===== src/rtl/yield_pkg.sv =====
package yield_pkg;

    // Fixed instruction field values that identify a yield
    localparam logic [5:0] MAJOR_OPC = 6'h00;
    localparam logic [1:0] PAD_BITS  = 2'b00;
    localparam logic [7:0] MINOR_OPC = 8'h26;
    localparam logic [5:0] POOL_SEL  = 6'h3C;

    localparam logic [31:0] RT_RESCHED = 32'hFFFF_FFFF;
    localparam logic [31:0] RT_POLL    = 32'hFFFF_FFFE;

    typedef enum logic [1:0] {
        ACT_FREE    = 2'd0,
        ACT_RESCHED = 2'd1,
        ACT_WAIT    = 2'd2,
        ACT_POLL    = 2'd3
    } yact_e;

    typedef enum logic [2:0] {
        CAUSE_UNDERFLOW = 3'd0,
        CAUSE_BADQUAL   = 3'd2,
        CAUSE_INTERCEPT = 3'd4
    } ycause_e;

    typedef enum logic [2:0] {
        OPC_FREE,
        OPC_RESCHED,
        OPC_POLL,
        OPC_WAIT,
        OPC_BAD
    } rtclass_e;

    typedef struct packed {
        logic    act;
        yact_e   kind;
        logic    thr_exc;
        ycause_e cause;
        logic    rsv_exc;
        logic    wb;
    } yres_t;

    function automatic logic is_yield(input logic [31:0] w);
        return (w[31:26] == MAJOR_OPC) && (w[15:14] == PAD_BITS) &&
               (w[13:6] == MINOR_OPC) && (w[5:0] == POOL_SEL);
    endfunction

    function automatic rtclass_e classify(input logic [31:0] v);
        rtclass_e c;
        if (v == 32'd0)             c = OPC_FREE;
        else if (v == RT_RESCHED)   c = OPC_RESCHED;
        else if (v == RT_POLL)      c = OPC_POLL;
        else if (!v[31])            c = OPC_WAIT;
        else                        c = OPC_BAD;
        return c;
    endfunction

endpackage


===== src/rtl/yield_decode.sv =====
module yield_decode
    import yield_pkg::*;
(
    input  logic [31:0] instr_word,
    input  logic [31:0] rt_value,
    output logic        hit,
    output logic [4:0]  rs_idx,
    output rtclass_e    rt_class
);

    always_comb begin
        hit      = is_yield(instr_word);
        rs_idx   = instr_word[20:16];
        rt_class = classify(rt_value);
    end

endmodule


===== src/rtl/yield_peer_scan.sv =====
module yield_peer_scan #(
    parameter int NUM_TC = 4,
    parameter int VPE_W  = 1,
    localparam int TCW   = (NUM_TC > 1) ? $clog2(NUM_TC) : 1
) (
    input  logic [TCW-1:0]          cur_tc,
    input  logic [NUM_TC*VPE_W-1:0] tc_vpe,
    input  logic [NUM_TC-1:0]       tc_dyn,
    input  logic [NUM_TC-1:0]       tc_halted,
    input  logic [NUM_TC-1:0]       tc_active,
    output logic                    peer_found
);

    logic [VPE_W-1:0]  own_vpe;
    logic [NUM_TC-1:0] eligible;

    always_comb begin
        own_vpe = tc_vpe[cur_tc*VPE_W +: VPE_W];
    end

    for (genvar t = 0; t < NUM_TC; t++) begin : g_tc
        always_comb begin
            eligible[t] = (tc_vpe[t*VPE_W +: VPE_W] == own_vpe) &&
                          (TCW'(t) != cur_tc) &&
                          tc_dyn[t] && !tc_halted[t] && tc_active[t];
        end
    end

    assign peer_found = |eligible;

endmodule


===== src/rtl/yield_resolve.sv =====
module yield_resolve
    import yield_pkg::*;
#(
    parameter int QW = 31
) (
    input  logic          hit,
    input  rtclass_e      rt_class,
    input  logic [31:0]   rt_value,
    input  logic [4:0]    rs_idx,
    input  logic          mt_enable,
    input  logic [QW-1:0] qual_mask,
    input  logic          sched_intercept,
    input  logic          tc_intercept,
    input  logic          peer_found,
    output yres_t         res,
    output logic [QW-1:0] wait_cond
);

    logic [30:0] mask_ext;
    logic        bad_qual;
    logic        invoke;

    always_comb begin
        mask_ext = 31'(qual_mask);
        bad_qual = |(rt_value[30:0] & ~mask_ext);
    end

    always_comb begin
        res       = '{act: 1'b0, kind: ACT_FREE, thr_exc: 1'b0,
                      cause: CAUSE_UNDERFLOW, rsv_exc: 1'b0, wb: 1'b0};
        wait_cond = '0;
        invoke    = 1'b0;
        if (hit) begin
            if (!mt_enable || rt_class == OPC_BAD) begin
                res.rsv_exc = 1'b1;
            end else begin
                unique case (rt_class)
                    OPC_FREE: begin
                        if (!peer_found) begin
                            res.thr_exc = 1'b1;
                            res.cause   = CAUSE_UNDERFLOW;
                        end else begin
                            invoke   = 1'b1;
                            res.kind = ACT_FREE;
                        end
                    end
                    OPC_RESCHED: begin
                        invoke   = 1'b1;
                        res.kind = ACT_RESCHED;
                    end
                    OPC_POLL: begin
                        res.kind = ACT_POLL;
                    end
                    default: begin
                        if (bad_qual) begin
                            res.thr_exc = 1'b1;
                            res.cause   = CAUSE_BADQUAL;
                        end else begin
                            invoke    = 1'b1;
                            res.kind  = ACT_WAIT;
                            wait_cond = rt_value[QW-1:0] & qual_mask;
                        end
                    end
                endcase
                if (invoke && sched_intercept && tc_intercept) begin
                    res.thr_exc = 1'b1;
                    res.cause   = CAUSE_INTERCEPT;
                end
                if (!res.thr_exc) begin
                    res.act = 1'b1;
                    res.wb  = (rs_idx != 5'd0);
                end else begin
                    wait_cond = '0;
                end
            end
        end
    end

endmodule


===== src/rtl/thread_yield_ctrl.sv =====
module thread_yield_ctrl
    import yield_pkg::*;
#(
    parameter int NUM_TC = 4,
    parameter int VPE_W  = 1,
    parameter int QW     = 31,
    localparam int TCW   = (NUM_TC > 1) ? $clog2(NUM_TC) : 1
) (
    input  logic                    clk,
    input  logic                    rst,
    input  logic                    instr_valid,
    input  logic [31:0]             instr_word,
    input  logic [31:0]             rt_value,
    input  logic                    mt_enable,
    input  logic [QW-1:0]           qual_mask,
    input  logic [QW-1:0]           qual_in,
    input  logic                    sched_intercept,
    input  logic                    tc_intercept,
    input  logic [TCW-1:0]          cur_tc,
    input  logic [NUM_TC*VPE_W-1:0] tc_vpe,
    input  logic [NUM_TC-1:0]       tc_dyn,
    input  logic [NUM_TC-1:0]       tc_halted,
    input  logic [NUM_TC-1:0]       tc_active,
    output logic                    act_valid,
    output logic [1:0]              act_kind,
    output logic [QW-1:0]           wait_cond,
    output logic [NUM_TC-1:0]       tc_clear,
    output logic                    thr_exc,
    output logic [2:0]              exc_cause,
    output logic                    rsv_exc,
    output logic                    wb_en,
    output logic [4:0]              wb_idx,
    output logic [31:0]             wb_data
);

    logic          dec_hit;
    logic [4:0]    dec_rs;
    rtclass_e      dec_class;
    logic          peer_found;
    yres_t         res_d;
    yres_t         res_q;
    logic [QW-1:0] wait_d;
    logic [QW-1:0] wait_q;
    logic [NUM_TC-1:0] clear_q;
    logic [4:0]    idx_q;
    logic [31:0]   data_q;

    yield_decode u_decode (
        .instr_word (instr_word),
        .rt_value   (rt_value),
        .hit        (dec_hit),
        .rs_idx     (dec_rs),
        .rt_class   (dec_class)
    );

    yield_peer_scan #(.NUM_TC(NUM_TC), .VPE_W(VPE_W)) u_peers (
        .cur_tc     (cur_tc),
        .tc_vpe     (tc_vpe),
        .tc_dyn     (tc_dyn),
        .tc_halted  (tc_halted),
        .tc_active  (tc_active),
        .peer_found (peer_found)
    );

    yield_resolve #(.QW(QW)) u_resolve (
        .hit             (dec_hit && instr_valid),
        .rt_class        (dec_class),
        .rt_value        (rt_value),
        .rs_idx          (dec_rs),
        .mt_enable       (mt_enable),
        .qual_mask       (qual_mask),
        .sched_intercept (sched_intercept),
        .tc_intercept    (tc_intercept),
        .peer_found      (peer_found),
        .res             (res_d),
        .wait_cond       (wait_d)
    );

    always_ff @(posedge clk) begin
        if (rst) begin
            res_q   <= '{act: 1'b0, kind: ACT_FREE, thr_exc: 1'b0,
                         cause: CAUSE_UNDERFLOW, rsv_exc: 1'b0, wb: 1'b0};
            wait_q  <= '0;
            clear_q <= '0;
            idx_q   <= '0;
            data_q  <= '0;
        end else begin
            res_q   <= res_d;
            wait_q  <= wait_d;
            clear_q <= (res_d.act && res_d.kind == ACT_FREE)
                       ? (NUM_TC'(1) << cur_tc) : '0;
            idx_q   <= res_d.wb ? dec_rs : 5'd0;
            data_q  <= res_d.wb ? 32'(qual_in & qual_mask) : 32'd0;
        end
    end

    assign act_valid = res_q.act;
    assign act_kind  = res_q.kind;
    assign wait_cond = wait_q;
    assign tc_clear  = clear_q;
    assign thr_exc   = res_q.thr_exc;
    assign exc_cause = res_q.cause;
    assign rsv_exc   = res_q.rsv_exc;
    assign wb_en     = res_q.wb;
    assign wb_idx    = idx_q;
    assign wb_data   = data_q;


    idle_quiet_chk: assert property (@(posedge clk) disable iff (rst)
        !instr_valid |=> !(act_valid || thr_exc || rsv_exc || wb_en));


    single_outcome_chk: assert property (@(posedge clk) disable iff (rst)
        $onehot0({act_valid, thr_exc, rsv_exc}));


    underflow_src_chk: assert property (@(posedge clk) disable iff (rst)
        (thr_exc && exc_cause == 3'd0) |-> $past(rt_value) == 32'd0);


    badqual_src_chk: assert property (@(posedge clk) disable iff (rst)
        (thr_exc && exc_cause == 3'd2) |->
        ($past(rt_value[30:0]) & ~31'($past(qual_mask))) != 31'd0);


    intercept_src_chk: assert property (@(posedge clk) disable iff (rst)
        (thr_exc && exc_cause == 3'd4) |->
        ($past(sched_intercept) && $past(tc_intercept)));


    wb_idx_chk: assert property (@(posedge clk) disable iff (rst)
        wb_en |-> (wb_idx != 5'd0 && act_valid));


    free_clear_chk: assert property (@(posedge clk) disable iff (rst)
        (act_valid && act_kind == 2'd0) |-> $countones(tc_clear) == 1);


    clear_only_free_chk: assert property (@(posedge clk) disable iff (rst)
        !(act_valid && act_kind == 2'd0) |-> tc_clear == '0);

endmodule


===== config.mk =====
export PLATFORM = sky130hd
export DESIGN_NAME = thread_yield_ctrl
export DESIGN_NICKNAME = d
export VERILOG_FILES = /design/src/rtl/yield_pkg.sv /design/src/rtl/yield_decode.sv /design/src/rtl/yield_peer_scan.sv /design/src/rtl/yield_resolve.sv /design/src/rtl/thread_yield_ctrl.sv
export SDC_FILE = /design/constraint.sdc
export NUM_CORES = 1
export LEC_CHECK = 0
export BUFFER_PORTS_ARGS = -buffer_cell sky130_fd_sc_hd__buf_2
export CORE_UTILIZATION = 28
export DETAILED_ROUTE_END_ITERATION = 6
export SKIP_LAST_GASP = 1
export SLEW_MARGIN = 20
export SYNTH_ARGS = -nofsm -noshare
export SYNTH_HDL_FRONTEND = slang
export SYNTH_SLANG_ARGS = --single-unit

===== constraint.sdc =====
create_clock -name clk -period 2.4 [get_ports clk]
set_clock_uncertainty 0.1 [all_clocks]
set_input_delay 0.12 -clock clk [delete_from_list [all_inputs] [get_ports clk]]
set_output_delay 0.12 -clock clk [all_outputs]
set_load 0.005 [all_outputs]

==> results.toml <==
[logic_synthesis]
synth_edf_count = 0
synth_top_area_share_pct = 41.2
yosysMostFrequentCell = "dfxtp_1"
ys_top_cells_by_count = "79 x dfxtp_1, 65 x nor4_2, 38 x nand3_1, 37 x nand2_1, 23 x nand2b_1"
synth-seq-cells = 79
synth.yosys.seq_area_share_pct = 41.2
synth_area_leaders = "dfxtp_1 41%, nor4_2 21%, nand3_1 5.0%"
synth_cells = 367
avgSynthCellArea_um2 = 10.5
synthArstFlopShare_pct = 0
synth_ff_type = "dfxtp_1"
netlist_area_um2 = 3840
synth.yosys.warnings = 0
ys_types = 49
synth_top_cell_by_area = "dfxtp_1"

[grt]
grt_use_met1_pct = 25.8
grt_pass1_wl_um = 23700
grt_util_met2_pct = 39.0
grt_pass1_vias = 4502
use_met3_pct = 5.32
grt_overflow = 0
grt_start_max_net_pins = 39
grt_usage_pct = 22.1
antenna_found_initial = 0
top_usage_layer = "met2"

[route]
drtIter0Drc = 250
num_vias = 4353
routedWlPerCell_um = 17.4
wirelength_um = 15600
first_pass_iters = 5
drc_errors = 0
ant_nets = 0
via_per_inst = 4.87

[finish]
fin_nets = 862
final_util_pct = 50.7
antenna_cells = 0
syn_to_final_growth_pct = 75.4
final_cells = 893
drive_above_1_share_pct = 47.6

[cts]
cts_buffers = 9
clk_pin_slew_ps = 60
clockBufferDepth = 2
cts.sinks = 79
cts_tree = "yes"
h-tree-depth = 3
cts-root-buf = "clkbuf_16"

[worst_setup_path]
required_ps = 2510
path_class = "in -> reg"
critPathSlowestCell = "dlygate4sd3_1"
cp-start-kind = "primary input"
path_max_fanout = 14
endpoint_kind = "flop"
cp_cell_sequence = "dlygate4sd3_1, buf_2, nor4_1, nand4_1, nor2_2, and4_2, buf_4, nor4_4"
arrival_ps = 2430
crit_start = "rt_value[4]"
crit_path_max_incr_delay_ps = 540
endpoint = "wb_data[6]"

[floorplanning]
die_height_um = 119
dieArea_um2 = 14200
core_region_area_um2 = 13300
chipWidth_um = 119
row_count = 42
start_util_pct = 28.9
ioPinCount = 231

[timing]
maxSlewViolCount = 0
hold_viol = 0
fmax_mhz = 430
slew_headroom_pct = 64.5
worst_pin_slew_ps = 528
fin_crit_ps = 2330
setup_viol = 0
rsz0062_at_grt = "no"
fin_setup_tns_ps = 0
post-route-period-util_pct = 96.9

[place]
port_buffers = 223
globalplace.congestion = 0.933
dpl.hpwl_um = 11100
post-place-cells = 756

[power]
total_power_mw = 3.22
powerDensity_nw_per_um2 = 478
vdd_drop_max_v = 0.000321
p_leak_nw = 2.80

[run]
maxCapViolCount = 0

[min_path]
hp-class = "in -> reg"

[run_status]
status = "finished, final reports clean"
logic make-up (layout without fill, tap and decap cells):
logic type,after synthesis,after routing,synth area share (%)
AND/OR/NAND/NOR,218,218,45.3
flip-flops,79,79,41.2
XOR/XNOR,3,3,0.684
AO/OA/AOI/OAI,20,20,4.17
other,1,2,0.0976
buffers and inverters,44,393,7.75
multiplexers,2,2,0.847
final cells by class:
| type | count | area [um2] |
|---|---|---|
| clock buffers | 10 | 229 |
| clock inverters | 6 | 85.1 |
| repair buffers | 361 | 2540 |
| flip-flops and latches | 79 | 1580 |
| well taps | 176 | 220 |
| fillers | 1214 | 6560 |
| inverters | 16 | 60.1 |
| multi-input cells | 245 | 2020 |
worst min-delay path by stage:
stage / startpoint / slack (ps) / depth (start not counted) / endpoint
floorplan: mt_enable / 110 / 1 / rsv_exc
global placement: mt_enable / 220 / 2 / rsv_exc
detailed placement: mt_enable / 230 / 2 / rsv_exc
CTS: qual_mask[26] / 3 / 3 / wb_data[26]
global route: rt_value[16] / 5 / 3 / wait_cond[16]
finish: rt_value[16] / 2 / 3 / wait_cond[16]
state kept, by name (all words and copies together), names as in the netlist:
name       cells
rsv_exc        1
exc_cause      2
wb_idx         5
tc_clear       4
thr_exc        1
wb_en          1
wait_cond     31
act_valid      1
act_kind       2
wb_data       31
report_power, final:
part           leakage, nW  switching [mW]  internal, mW
Sequential           0.636  0.000000000721          1.31
Combinational         2.01           0.196         0.269
Clock                0.148           0.540         0.907
worst max-delay path, delay by kind of cell:
kind          cells  cell delay, ps
simple gates      5            1320
buf+inv           3             970
stage by stage:
stage	hold WS [ps]	worst slack [ps]	area [um2]
3_5_place_dp	230	141	5190
2_1_floorplan	107	417	3840
5_1_grt	5.31	1.04	6740
4_1_cts	2.96	10.6	6690
6_report	1.93	74.5	6740
3_3_place_gp	218	173	5190
per-layer routing:
metal	wire length, um	share of wire [%]	vias to the layer above
met2	7840	50	187
li1	-	-	2061
met4	460	3.0	0
met3	932	6.0	31
met5	0	0	-
met1	6330	41	2074
layout by cell type (no fill, tap or decap), drive strengths merged, types with 3 or more instances in the layout:
cell type,count
nor2,5
dfxtp,79
nand3,39
clkbuf,10
nand4,11
nor4b,3
nor4,83
nor3,3
dlygate4sd3,119
nand2,37
nand2b,23
buf,242
o2111ai,7
inv,16
and4b,3
repair_timing:
item,4_1_cts,5_1_grt
setup buffers,0,2
endpoints found under the setup margin,0,54
gates resized for setup,0,4
hold buffers,118,1
endpoints found under the hold margin,67,1
Note: power is estimated with default switching activity, not from simulation.
